<file path="config.mk">
export PLATFORM = sky130hd
export DESIGN_NAME = vw_gen
export DESIGN_NICKNAME = d
export VERILOG_FILES = /design/src/rtl/vw_pkg.sv /design/src/rtl/vw_tick.sv /design/src/rtl/vw_seq.sv /design/src/rtl/vw_line.sv /design/src/rtl/vw_gen.sv
export SDC_FILE = /design/constraint.sdc
export NUM_CORES = 1
export LEC_CHECK = 0
export CAP_MARGIN = 40
export CORE_MARGIN = 2
export CORE_UTILIZATION = 55
export DETAILED_ROUTE_END_ITERATION = 8
export GPL_ROUTABILITY_DRIVEN = 0
export PLACE_DENSITY = 0.77
export RECOVER_POWER = 100
export SYNTH_ARGS = -nofsm -noshare
export SYNTH_HDL_FRONTEND = slang
export SYNTH_SLANG_ARGS = --single-unit
</file>
<file path="constraint.sdc">
create_clock -name clk_i -period 1.95 [get_ports clk_i]
set_input_delay 0.39 -clock clk_i [delete_from_list [all_inputs] [get_ports clk_i]]
set_output_delay 0.39 -clock clk_i [all_outputs]
set_load 0.01 [all_outputs]
</file>
<file path="src/rtl/vw_pkg.sv">
package vw_pkg;
  localparam int NUM_SLOTS = 7;
  localparam int IDX_W     = 3;
  localparam int LAST_SLOT = NUM_SLOTS - 1;

  typedef enum logic [1:0] {
    PH_IDLE = 2'd0,
    PH_SYNC = 2'd1,
    PH_SLOT = 2'd2
  } vw_phase_e;
endpackage

</file>
<file path="src/rtl/vw_tick.sv">
module vw_tick (
  input  logic clk_i,
  input  logic rst_ni,
  input  logic sclk_i,
  output logic tick_o,
  output logic lvl_o
);
  logic sclk_q;

  always_ff @(posedge clk_i or negedge rst_ni) begin
    if (!rst_ni) sclk_q <= 1'b0;
    else         sclk_q <= sclk_i;
  end

  assign tick_o = sclk_i & ~sclk_q;
  assign lvl_o  = sclk_q;
endmodule

</file>
<file path="src/rtl/vw_seq.sv">
module vw_seq
  import vw_pkg::*;
#(
  parameter int                   SYNC_TICKS = 4,
  parameter int                   LONG_TICKS = 2,
  parameter int                   NUM_PROG   = 3,
  parameter logic [NUM_SLOTS-1:0] WORD_PAT   = 7'b1001101,
  parameter int                   CNT_W      = 3
) (
  input  logic                clk_i,
  input  logic                rst_ni,
  input  logic                en_i,
  input  logic                tick_i,
  input  logic [NUM_PROG-1:0] wsel_i,
  output vw_phase_e           phase_o,
  output logic                first_o,
  output logic                level_o,
  output logic                pol_o,
  output logic                strobe_o,
  output logic [NUM_PROG-1:0] wsel_o
);
  localparam int                 TAB_N  = 2 ** IDX_W;
  localparam logic [TAB_N-1:0]   PAT_X  = TAB_N'(WORD_PAT);
  localparam logic [CNT_W-1:0]   SYNC_M = CNT_W'(SYNC_TICKS - 1);
  localparam logic [CNT_W-1:0]   LONG_M = CNT_W'(LONG_TICKS - 1);

  vw_phase_e           phase_q;
  logic [IDX_W-1:0]    idx_q;
  logic [CNT_W-1:0]    cnt_q;
  logic                first_q;
  logic                pol_q;
  logic                strobe_q;
  logic [NUM_PROG-1:0] wsel_q;
  logic [CNT_W-1:0]    slot_len [TAB_N];
  logic [IDX_W-1:0]    idx_nxt;

  // period count minus one per slot; odd slots below 2*NUM_PROG are programmable
  for (genvar k = 0; k < TAB_N; k++) begin : g_len
    if ((k % 2 == 1) && (k / 2 < NUM_PROG) && (k < NUM_SLOTS)) begin : g_prog
      assign slot_len[k] = wsel_q[k/2] ? LONG_M : '0;
    end else begin : g_fix
      assign slot_len[k] = '0;
    end
  end

  assign idx_nxt = idx_q + 1'b1;
  assign level_o = PAT_X[idx_q] ^ pol_q;

  always_ff @(posedge clk_i or negedge rst_ni) begin
    if (!rst_ni) begin
      phase_q  <= PH_IDLE;
      idx_q    <= '0;
      cnt_q    <= '0;
      first_q  <= 1'b0;
      pol_q    <= 1'b0;
      strobe_q <= 1'b0;
      wsel_q   <= '0;
    end else begin
      strobe_q <= 1'b0;
      if (!en_i) begin
        phase_q <= PH_IDLE;
        idx_q   <= '0;
        cnt_q   <= '0;
        first_q <= 1'b0;
        pol_q   <= 1'b0;
      end else if (tick_i) begin
        first_q <= 1'b0;
        unique case (phase_q)
          PH_IDLE: begin
            phase_q  <= PH_SYNC;
            cnt_q    <= SYNC_M;
            wsel_q   <= wsel_i;
            strobe_q <= 1'b1;
          end
          PH_SYNC: begin
            if (cnt_q == '0) begin
              phase_q <= PH_SLOT;
              idx_q   <= '0;
              cnt_q   <= slot_len[0];
              first_q <= 1'b1;
            end else begin
              cnt_q <= cnt_q - 1'b1;
            end
          end
          PH_SLOT: begin
            if (cnt_q != '0) begin
              cnt_q <= cnt_q - 1'b1;
            end else if (idx_q == IDX_W'(LAST_SLOT)) begin
              pol_q    <= level_o;
              phase_q  <= PH_SYNC;
              cnt_q    <= SYNC_M;
              wsel_q   <= wsel_i;
              strobe_q <= 1'b1;
            end else begin
              idx_q   <= idx_nxt;
              cnt_q   <= slot_len[idx_nxt];
              first_q <= 1'b1;
            end
          end
          default: phase_q <= PH_IDLE;
        endcase
      end
    end
  end

  assign phase_o  = phase_q;
  assign first_o  = first_q;
  assign pol_o    = pol_q;
  assign strobe_o = strobe_q;
  assign wsel_o   = wsel_q;
endmodule

</file>
<file path="src/rtl/vw_line.sv">
module vw_line
  import vw_pkg::*;
(
  input  logic      clk_i,
  input  logic      rst_ni,
  input  logic      mode_i,
  input  vw_phase_e phase_i,
  input  logic      first_i,
  input  logic      level_i,
  input  logic      pol_i,
  input  logic      strobe_i,
  input  logic      sclk_lvl_i,
  output logic      line_a_o,
  output logic      line_b_o,
  output logic      strobe_o
);
  logic a_d, b_d, pulse;

  assign pulse = (phase_i == PH_SLOT) && first_i && sclk_lvl_i;

  always_comb begin
    if (phase_i == PH_IDLE) begin
      a_d = 1'b1;
      b_d = 1'b1;
    end else if (!mode_i) begin
      a_d = (phase_i == PH_SYNC) ? pol_i : level_i;
      b_d = 1'b1;
    end else begin
      a_d = pulse & level_i;
      b_d = pulse & ~level_i;
    end
  end

  always_ff @(posedge clk_i or negedge rst_ni) begin
    if (!rst_ni) begin
      line_a_o <= 1'b1;
      line_b_o <= 1'b1;
      strobe_o <= 1'b0;
    end else begin
      line_a_o <= a_d;
      line_b_o <= b_d;
      strobe_o <= strobe_i;
    end
  end
endmodule

</file>
<file path="src/rtl/vw_gen.sv">
module vw_gen
  import vw_pkg::*;
#(
  parameter int                   SYNC_TICKS = 4,
  parameter int                   LONG_TICKS = 2,
  parameter int                   NUM_PROG   = 3,
  parameter logic [NUM_SLOTS-1:0] WORD_PAT   = 7'b1001101
) (
  input  logic                clk_i,
  input  logic                rst_ni,
  input  logic                en_i,
  input  logic                sclk_i,
  input  logic                mode_i,
  input  logic [NUM_PROG-1:0] wsel_i,
  output logic                line_a_o,
  output logic                line_b_o,
  output logic                strobe_o
);
  localparam int MAX_T = (SYNC_TICKS > LONG_TICKS) ? SYNC_TICKS : LONG_TICKS;
  localparam int CNT_W = $clog2(MAX_T) + 1;

  logic                tick, sclk_lvl;
  vw_phase_e           seq_phase;
  logic                seq_first, seq_level, seq_pol, seq_strobe;
  logic [NUM_PROG-1:0] wsel_lat;

  vw_tick u_tick (
    .clk_i  (clk_i),
    .rst_ni (rst_ni),
    .sclk_i (sclk_i),
    .tick_o (tick),
    .lvl_o  (sclk_lvl)
  );

  vw_seq #(
    .SYNC_TICKS (SYNC_TICKS),
    .LONG_TICKS (LONG_TICKS),
    .NUM_PROG   (NUM_PROG),
    .WORD_PAT   (WORD_PAT),
    .CNT_W      (CNT_W)
  ) u_seq (
    .clk_i    (clk_i),
    .rst_ni   (rst_ni),
    .en_i     (en_i),
    .tick_i   (tick),
    .wsel_i   (wsel_i),
    .phase_o  (seq_phase),
    .first_o  (seq_first),
    .level_o  (seq_level),
    .pol_o    (seq_pol),
    .strobe_o (seq_strobe),
    .wsel_o   (wsel_lat)
  );

  vw_line u_line (
    .clk_i      (clk_i),
    .rst_ni     (rst_ni),
    .mode_i     (mode_i),
    .phase_i    (seq_phase),
    .first_i    (seq_first),
    .level_i    (seq_level),
    .pol_i      (seq_pol),
    .strobe_i   (seq_strobe),
    .sclk_lvl_i (sclk_lvl),
    .line_a_o   (line_a_o),
    .line_b_o   (line_b_o),
    .strobe_o   (strobe_o)
  );
endmodule

</file>
# Word level (Yosys, flattened, before mapping)

Memories as Yosys holds them, arrays and structs flattened.
Index checks and enable logic that the tools add are counted.
Widths: inputs -> output; s select.

Register bits: 18
Memory bits (read-only): 8
Input port bits: 8
Word-level logic and storage cells: 98
Memories: 1

$add $sub $neg: 2
$lt $le $gt $ge: 2
Equal/unequal tests: 15
Multiplexer cells: 49
Bitwise gates (word level): 7
Reduce and logical (&&, ||, !) cells: 11

Memory list:

| memory          | words | bits a word | read ports | clocked after Yosys merged registers in | wr ports | line         | text |
|---|---|---|---|---|---|---|---|
| (no name shown) | 8     | 1           | 1          | 0                                       | 0        | vw_seq.sv:47 | `assign level_o = PAT_X[idx_q] ^ pol_q;` |

Operators with widths:

| kind                | count |
|---|---|
| $mux 3              | 14 |
| $mux 1              | 23 |
| $ne 3x3->1 const B  | 4 |
| $pmux 3 s2          | 2 |
| $mux 2              | 5 |
| $reduce_and 5->1    | 2 |
| $bmux 3 s3          | 1 |
| $pmux 3 s3          | 1 |
| $reduce_and 4->1    | 2 |
| $ne 2x1->1 const B  | 3 |
| $ne 2x2->1 const B  | 3 |
| $pmux 2 s3          | 1 |
| $ge 4x4->1 const B  | 1 |
| $lt 3x4->1 const B  | 1 |
| $ne 4x1->1 const B  | 1 |
| $not 3->4           | 1 |
| $pmux 1 s2          | 2 |
| $add 3x1->3 const B | 1 |
| $and 1x1->1         | 3 |
| $eq 3x3->1 const B  | 1 |
| $logic_not 3->1     | 1 |
| $ne 3x1->1 const B  | 1 |
| $reduce_bool 3->1   | 1 |
| $sub 3x1->3 const B | 1 |
| other kinds (8)     | 10 |

# Longest topological paths before layout

Gate-level depths: netlist of the first run.

Depth in word-level cells: 10
Depth in mapped cells: 7

# Cells and area by module

Synthesis of the first run repeated with hierarchy kept, for this count alone.

Cells, all modules: 114
Area total of the unflattened synthesis: 1116.1 um2

By module, submodules not included:

| module  | times used | cells each | area an instance (um2) |
|---|---|---|---|
| vw_seq  | 1          | 102        | 952.2 |
| vw_line | 1          | 10         | 125.1 |
| vw_tick | 1          | 2          | 38.8 |

# Least setup slack after synthesis of the first run

No wires, ideal clock.

Kind: reg2reg
Start: reg u_seq.idx_q[0]
End: reg u_seq.cnt_q[0]
Library setup time: 0.130 ns
Arrival time: 1.525 ns
Path slack: 0.295 ns
Cell stages (with the launch flop): 7
Cells stage by stage: dfrtp_1 > inv_1 > ha_1 > and4b_1 > or3_1 > o221ai_1 > o22ai_1

Longest elaborated chain between the ends: 10
Elaborated cells on any way between the ends: 11

RTL lines:

| what                                       | line         | text |
|---|---|---|
| start, declared                            | vw_seq.sv:28 | `logic [IDX_W-1:0] idx_q;` |
| start signal, assigned                     | vw_seq.sv:95 | `idx_q <= idx_nxt;` |
| $add 3x1->3                                | vw_seq.sv:46 | `assign idx_nxt = idx_q + 1'b1;` |
| $not 3->4 (not written as such)            | vw_seq.sv:96 | `cnt_q <= slot_len[idx_nxt];` |
| $bmux 3 s3                                 | vw_seq.sv:96 |  |
| $mux 3 (not written as such) (2 in series) | vw_seq.sv:96 |  |
| $mux 3 (*)                                 | vw_seq.sv:88 | `end else if (idx_q == IDX_W'(LAST_SLOT)) begin` |
| $mux 3 (*)                                 | vw_seq.sv:86 | `if (cnt_q != '0) begin` |
| $pmux 3 s3 (*)                             | vw_seq.sv:68 | `unique case (phase_q)` |
| $mux 3 (*)                                 | vw_seq.sv:66 | `end else if (tick_i) begin` |
| $mux 3 (*)                                 | vw_seq.sv:60 | `if (!en_i) begin` |
| end signal, assigned                       | vw_seq.sv:79 | `cnt_q <= slot_len[0];` |
| end signal, assigned                       | vw_seq.sv:87 | `cnt_q <= cnt_q - 1'b1;` |
| end signal, assigned                       | vw_seq.sv:96 |  |
| end, declared                              | vw_seq.sv:29 | `logic [CNT_W-1:0] cnt_q;` |

Mark *: on every way between the ends. The rest lies on a longest branch, timed or not. The select of a mux whose other input is x is not followed.
A chain may end at the register's enable or synchronous reset.

# Worst setup path in the final report of the first run

Start: reg u_line.line_b_o
End: out line_b_o

RTL lines:

| what                   | line          | text |
|---|---|---|
| start, declared        | vw_line.sv:14 | `output logic line_b_o,` |
| start signal, assigned | vw_line.sv:37 | `line_b_o <= 1'b1;` |
| start signal, assigned | vw_line.sv:41 | `line_b_o <= b_d;` |
| end, declared          | vw_gen.sv:16  | `output logic line_b_o,` |

No word-level cell between the ends.

==> summary.md, run 1 <==
| Metric | Value |
|---|---|
| DR DRC count | 0 |
| DR iter-0 viols | 27 |
| Final hold vios | 0 |
| Via count | 957 |
| CTS tree | done |
| Clock network fraction of design power | 27.8% |
| Worst Hold Launch | u_seq.strobe_o$_DFF_PN0_ |
| Worst path bufs/invs | 1 |
| Crit-path max cell delay | 590 ps |
| Final cycle utilization of the critical path | 93.2% |
| WHS Endpoint | u_line.strobe_o$_DFF_PN0_ |
| Yosys warnings | 0 |
| Die width | 49.3 um |
| Worst path top cell family by delay | buffers and inverters |
| Post-synthesis compound-gate area fraction | 18.2% |
| Max VDD drop | 405 uV |
| Drt wl/cell | 14.9 um |
| Simple-gate share of the synthesized area | 20.6% |
| Initial antenna violation count | 0 |
| Syn avg cell area | 9.81 um2 |
| DR pass1 iterations | 4 |
| Largest net degree at the start of global routing | 12 |
| Fin area | 1300 um2 |
| Vias/cell | 6.10 |
| Total power divided by cell area | 660 nW/um2 |
| Postcts setup bufs | 0 |
| CP Data Arrival Time | 1430 ps |
| R2R Path End | u_seq.wsel_o[2]$_DFFE_PN0P_ |
| Synthesized net count | 131 |
| Hold Path Stages | 0 |
| Internal power | 0.611 mW |
| Fmax | 0.551 GHz |
| Slew Limit Headroom | 68.6% |
| Max Slew Vio Count | 0 |
| Outcome | complete, no violations |
| Mapped Area | 1130 um2 |
| Num CTS Buffers | 3 |
| GRT overflow | 0 |
| Count of cell types in the netlist | 43 |
| Sw frac | 28.9% |
| Nature of the critical path endpoint | output port |
| Sw power | 0.248 mW |
| Synth Register Bits | 18 |
| Slowest cell on the critical path | dlygate4sd3_1 |
| Core area | 1940 um2 |
| Clock root buffer | clkbuf_4 |
| Number of fill cells | 172 |
| Tmin final | 1820 ps |
| Seq/Total Area, Yosys | 40.1% |
| Nets | 147 |
| Area share of fa/ha/maj cells after synthesis | 8.87% |
| Post-DP HPWL | 1730 um |
| Xor-xnor portion of the synthesized cell area | 1.55% |
| Logic pwr share | 22.7% |
| Clock skew | 10.9 ps |
| Worst slew pin tran | 469 ps |
| Final setup viols | 0 |
| Die area | 2430 um2 |
| Worst-skew pair later-pin latency | 300 ps |
| Total number of clock tree sinks | 18 |
| Worst-path clk slew | 110 ps |
| Crit-path cells | dlygate4sd3_1 |
| Std cell rows | 16 |
| PortBufs | 10 |
| ANT cells | 0 |
| Top Ports | 11 |
| Share of cells above drive strength 1 | 15.4% |
| Setup crit start kind | flop |
| Most frequent cells in the layout | dfrtp_1, inv_1, a21oi_1 |
| Crit Path Category | flop to output port |
| Unrepaired setup endpoints after global routing | false |
| Leakage power | 0.537 nW |
| R2r startpoint | u_seq.phase_o[0]$_DFFE_PN0P_ |
| Flop pwr share | 49.6% |
| Tot GR Track Use | 22.1% |
| Reg2reg setup slack | 140 ps |
| Largest family of logic cells by synthesized area | simple AND/OR/NAND/NOR gates |
| Placed cell count | 153 |
| Final wirelength | 2340 um |
| Worst endpoint required time | 1560 ps |
| Starting Density | 58.1% |
| Post-route ant nets | 0 |
| Non-filler cells, final | 157 |
| DIE HEIGHT | 49.3 um |
| Final TNS setup | 0 ps |
| Commonest non-fill, non-tap cell in the layout | dfrtp_1 |
| Vias in the first global route | 942 |
| Mux cell area share after synthesis | 4.88% |
| Area delta synth->final | 15.4% |
| First-pass GRT wire length | 4090 um |
| Cell count after synthesis | 115 |
| H-tree depth | 1 |
| Longest Clk Path Bufs | 2 |
| Worst Reg-to-Reg Cells | 6 |
| Max-cap viol count | 0 |
| Placed Area | 1260 um2 |
| Hold Path Class | flop to flop |
| Critical path peak fanout | 1 |
| CTS Hold Bufs | 0 |
cell usage after synthesis:
library cell  number  area share [%]
nand2b_1           4             2.2
and3_1             2             1.1
or2_2              1            0.55
nor3_1             3             1.3
or4_1              1            0.67
a21oi_2            1            0.78
o2111ai_1          1            0.78
o221ai_1           2             1.6
nor2b_2            1            0.78
and3_4             1             1.0
a31oi_1            1            0.55
xnor2_1            2             1.6
a21oi_1            9             4.0
a311oi_1           1            0.78
mux2_2             4             4.0
a21bo_2            1            0.89
nand2_1            7             2.3
o21ai_2            1            0.78
a211oi_1           2             1.3
nor4_1             1            0.55
o21ai_0            7             3.1
nand2_4            1             1.0
clkinv_1           1            0.33
mux2i_1            1            0.89
nor4b_1            1            0.78
inv_1              9             3.0
dfstp_2            2             4.7
nor2b_1            2             1.1
a21o_1             1            0.67
and2b_1            1            0.67
and4b_1            1            0.89
ha_1               8             8.9
or3_1              4             2.2
o21ai_1            1            0.44
dfrtp_1           16              35
buf_4              1            0.67
nor2_1             2            0.67
o22ai_1            1            0.55
nand3_1            2            0.89
nor3b_1            2             1.3
o31ai_1            3             2.0
buf_12             1             1.8
nand4_1            1            0.55
worst max path at each step:
stage          cells past startpoint                         start                          end
2_1_floorplan                      6    u_seq.idx_q[0]$_DFFE_PN0P_   u_seq.cnt_q[0]$_DFFE_PN0P_
3_3_place_gp                       4                        sclk_i      u_seq.pol_o$_DFFE_PN0P_
3_5_place_dp                       6  u_seq.phase_o[0]$_DFFE_PN0P_  u_seq.wsel_o[2]$_DFFE_PN0P_
4_1_cts                            6  u_seq.phase_o[0]$_DFFE_PN0P_  u_seq.wsel_o[2]$_DFFE_PN0P_
5_1_grt                            6    u_seq.idx_q[0]$_DFFE_PN0P_      u_seq.pol_o$_DFFE_PN0P_
6_report                           1     u_line.line_b_o$_DFF_PN1_                     line_b_o
final cells by class:
type | instances | area, um2 | area share [%]
Clock buffer | 4 | 36.3 | 2.79
Inverter | 10 | 37.5 | 2.88
Multi-Input combinational cell | 85 | 626 | 48.0
Sequential cell | 18 | 454 | 34.9
Tap cell | 27 | 33.8 | 2.59
Timing Repair Buffer | 13 | 115 | 8.84
power by group through the flow:
stage               clock network [mW]  logic [mW]  registers (mW)
finish                           0.238       0.195           0.426
global route                     0.260       0.217           0.431
CTS                              0.242       0.197           0.427
detailed placement                   0       0.195           0.433
global placement                     0       0.191           0.432
floorplan                            0       0.142           0.430
kinds of logic (layout without fill, tap and decap cells):
family	Yosys count	after routing
compound gates	32	32
fa+ha+maj	8	8
simple gates	38	38
mux	5	5
buf+inv	12	27
flops	18	18
xor+xnor	2	2
worst register-to-register path, stage by stage (launching register included):
cell     delay (ps)
dfrtp_1         420
inv_1            90
ha_2            280
and3_4          250
nand2_4          70
a21oi_2         240
mux2_2          360
what timing repair did:
action / 4_1_cts / 5_1_grt
resized for setup: 0 / 4
endpoints found under the setup margin: 0 / 7
endpoints found under the hold margin: 0 / 0
metal layers:
layer,GRT usage [%],routed length (um)
met1,26.4,1000
met2,38.7,1150
met3,3.99,129
met4,9.05,54
met5,0,0
metrics by stage:
| step | utilization [%] | setup WS, ps | power, mW | hold slack [ps] |
|---|---|---|---|---|
| 2_1_floorplan | - | 295 | 0.571 | 94.4 |
| 6_report | 67.1 | 133 | 0.859 | 363 |
| 3_3_place_gp | 64.8 | 138 | 0.623 | 335 |
| 4_1_cts | 66.6 | 56.5 | 0.865 | 366 |
| 3_5_place_dp | 64.8 | 98.7 | 0.628 | 343 |
| 5_1_grt | 67.1 | 45.4 | 0.908 | 373 |
registers in the layout, summed over array words and instances (netlist names):
name and count:
u_seq.first_o 1, u_tick.lvl_o 1, u_seq.strobe_o 1, u_seq.cnt_q 3
u_seq.idx_q 3, u_line.strobe_o 1, u_seq.phase_o 2, u_line.line_a_o 1
u_seq.pol_o 1, u_line.line_b_o 1, u_seq.wsel_o 3
Note: power is estimated with default switching activity, not from simulation.
==> inputs of run 2 (changes only) <==
- SYNTH_HIERARCHICAL: not set -> 1
==> summary.md, run 2 <==
| Metric | Value |
|---|---|
| Num CTS Buffers | 3 (unchanged) |
| Power Total | 0.813 mW (-5.4%) |
| Critical path peak fanout | 6 (+5) |
| Largest net degree at the start of global routing | 12 (unchanged) |
| Initial antenna violation count | 0 (unchanged) |
| Final setup viols | 0 (unchanged) |
| Most common cell in the netlist | dfrtp_1 |
| First-pass GRT wire length | 3750 um (-8.3%) |
| Worst Hold Launch | u_seq/strobe_o$_DFF_PN0_ |
| GRT met2 Usage | 36.3% (-2.4 points) |
| Seq/Total Area, Yosys | 40.6% (+0.45 points) |
| Top Ports | 11 (unchanged) |
| Synth top cells by count | dfrtp_1, nand2_1, inv_1 |
| Worst Reg-to-Reg Cells | 6 (unchanged) |
| Multi-input gate area | 604 um2 (-3.4%) |
| Crit-path cells | inv_1 > ha_1 > or2_1 > and3_1 > a21o_1 > mux2_4 |
| Count of cell types in the netlist | 41 (-4.7%) |
| Async SR Flop Fraction | 100% (unchanged) |
| CTS tree | done |
| Clock network fraction of design power | 27.7% (about the same) |
| Worst endpoint required time | 2130 ps (+570 ps) |
| DR pass1 iterations | 4 (unchanged) |
| Total number of clock tree sinks | 18 (unchanged) |
| Drt wl/cell | 13.8 um (-7.6%) |
| Met1 Resource Use GR | 24.2% (-2.2 points) |
| Tmin final | 1850 ps (+38.1 ps) |
| Outcome | complete, no violations |
| Vias/cell | 5.64 (-7.5%) |
| Reg2reg setup slack | 100 ps (-40 ps) |
| CTS Hold Bufs | 0 (unchanged) |
| Yosys warnings | 6 (+6) |
| H-tree depth | 1 (unchanged) |
| Commonest non-fill, non-tap cell in the layout | dfrtp_1 |
| Starting Density | 57.5% (-0.64 points) |
| Clock skew | 12.3 ps (+1.43 ps) |
| Most frequent cells in the layout | dfrtp_1, nand2_1, inv_1 |
| Final cycle utilization of the critical path | 95.1% (+2.0 points) |
| Crit-path max cell delay | 430 ps (-160 ps) |
| Met3 Usage GRT | 7.06% (+3.1 points) |
| DR iter-0 viols | 21 (-22%) |
| Worst-skew pair later-pin latency | 290 ps (about the same) |
| Slowest cell on the critical path | dfrtp_2 |
| DR DRC count | 0 (unchanged) |
| Number of fill cells | 171 (-0.58%) |
| Mapped Area | 1120 um2 (-1.1%) |
| Max Slew Vio Count | 0 (unchanged) |
| Leakage power | 0.598 nW (+11%) |
| Hold Path Stages | 0 (unchanged) |
| Slew Limit Headroom | 60.9% (-7.7 points) |
| Nature of the critical path endpoint | flop |
| Longest Clk Path Bufs | 2 (unchanged) |
| Worst-path clk slew | 100 ps (about the same) |
| Syn avg cell area | 9.79 um2 (-0.24%) |
| GRT overflow | 0 (unchanged) |
| Unrepaired setup endpoints after global routing | false |
| Vias in the first global route | 887 (-5.8%) |
| Final TNS setup | 0 ps (unchanged) |
| Crit Path Category | flop to flop |
| Post-synth top area share | 35.9% (+0.40 points) |
| GRT busiest layer | met2 |
| Max-cap viol count | 0 (unchanged) |
| Clock root buffer | clkbuf_4 |
| Largest area contributor in the netlist | dfrtp_1 |
| Worst slew pin tran | 586 ps (+117 ps) |
| Core area | 1940 um2 (unchanged) |
| Sw frac | 26.2% (-2.6 points) |
| Flop pwr share | 51.9% (+2.3 points) |
| Placed cell count | 154 (+0.65%) |
| Cell count after synthesis | 114 (-0.87%) |
| PortBufs | 10 (unchanged) |
| Non-filler cells, final | 158 (+0.64%) |
| Synth Register Bits | 18 (unchanged) |
| Synthesized net count | 130 (-0.76%) |
| Fin worst setup slack | 95.4 ps (-38.1 ps) |
| Synth top area cells | dfrtp_1, ha_1, dfstp_2 |
| Post-synth top flop | dfrtp_1 |
| R2R Path End | u_seq/idx_q[1]$_DFFE_PN0P_ |
| R2r startpoint | u_seq/phase_o[0]$_DFFE_PN0P_ |
| Post-DP HPWL | 1710 um (-1.4%) |
| DIE HEIGHT | 49.0 um (-0.52%) |
| Internal power | 0.599 mW (-1.9%) |
| Via count | 891 (-6.9%) |
| Std cell rows | 16 (unchanged) |
| Final hold vios | 0 (unchanged) |
| Worst hold slack | 359 ps (-3.78 ps) |
| Logic pwr share | 20.4% (-2.3 points) |
| Nets | 148 (+0.68%) |
| Pre-CTS setup slack | 64.8 ps (-33.9 ps) |
| Max VDD drop | 360 uV (-11%) |
| Total power divided by cell area | 620 nW/um2 (-6.0%) |
| ANT cells | 0 (unchanged) |
| Final wirelength | 2180 um (-7.0%) |
| Fin area | 1310 um2 (+0.67%) |
| Die width | 49.0 um (-0.52%) |
| Fmax | 0.539 GHz (-2.1%) |
| Hold Path Class | flop to flop |
| Share of cells above drive strength 1 | 18.3% (+2.9 points) |
| Post-route ant nets | 0 (unchanged) |
| WHS Endpoint | u_line/strobe_o$_DFF_PN0_ |
| Tot GR Track Use | 20.4% (-1.7 points) |
| Die area | 2410 um2 (-1.0%) |
| Placed Area | 1280 um2 (+1.9%) |
| Area delta synth->final | 17.5% |
| Number of synthesized flops with an enable pin | 0 (unchanged) |
| CP Data Arrival Time | 2030 ps (+600 ps) |
| Storage cell area | 454 um2 (unchanged) |
| Sw power | 0.213 mW (-14%) |
| Setup crit start kind | flop |
| Core Util, Final | 67.5% (+0.45 points) |
## run 2: per-layer routing
metal	part of all wire, %	vias up	wire (um)
li1	-	439	-
met1	46	431	992
met2	49	19	1080
met3	4.2	2	92
met4	0.69	0	15
met5	0	-	0
## run 2: worst max-delay path by stage
stage,from,end,slack (ps),cells after the start
after CTS,u_seq/phase_o[0]$_DFFE_PN0P_,u_seq/idx_q[1]$_DFFE_PN0P_,70,6
final,u_seq/phase_o[0]$_DFFE_PN0P_,u_seq/idx_q[1]$_DFFE_PN0P_,100,6
after global routing,u_seq/phase_o[0]$_DFFE_PN0P_,u_seq/idx_q[0]$_DFFE_PN0P_,30,6
after detailed placement,sclk_i,u_seq/idx_q[1]$_DFFE_PN0P_,60,5
after floorplan,u_seq/phase_o[1]$_DFFE_PN0P_,u_seq/idx_q[0]$_DFFE_PN0P_,240,6
after global placement,sclk_i,u_seq/idx_q[0]$_DFFE_PN0P_,110,5
## run 2: power by group through the flow
stage | Combinational [mW] | Clock, mW | Sequential [mW]
global route | 0.185 | 0.251 | 0.426
detailed placement | 0.169 | 0 | 0.429
CTS | 0.170 | 0.234 | 0.422
floorplan | 0.105 | 0 | 0.427
finish | 0.166 | 0.225 | 0.422
global placement | 0.164 | 0 | 0.428
## run 2: logic make-up (layout without fill, tap and decap cells)
logic type,count (synthesis),after routing,share of synthesized area (%)
adder cells (fa/ha/maj),8,8,8.97
AO/OA/AOI/OAI,29,29,18.3
buffers and inverters,13,30,4.93
AND/OR/NAND/NOR,36,36,17.3
XOR/XNOR,2,2,1.57
flip-flops,18,18,40.6
multiplexers,8,8,8.41
## run 2: cell type report
type	count	share of cell area, %
clock buffers	4	2.77
inverters	9	2.58
multi-input cells	83	46.1
flip-flops and latches	18	34.6
well taps	27	2.58
repair buffers	17	11.4
## run 2: worst max-delay path, delay by kind of cell (launching register included)
kind / cells / cell delay [ps]
AND/OR/NAND/NOR: 2 / 500
flip-flops: 1 / 430
multiplexers: 1 / 300
adder cells (fa/ha/maj): 1 / 210
AO/OA/AOI/OAI: 1 / 200
buffers and inverters: 1 / 90
## run 2: timing repair
| item | 4_1_cts | 5_1_grt |
|---|---|---|
| buffers inserted | 0 | 0 |
| resized for setup | 0 | 2 |
| setup endpoints to repair | 0 | 3 |
==> inputs of run 3 (changes only) <==
- GPL_TIMING_DRIVEN: not set -> 1
==> results of run 3 <==
Final layout, timing and power as in run 2 (identical DEF).
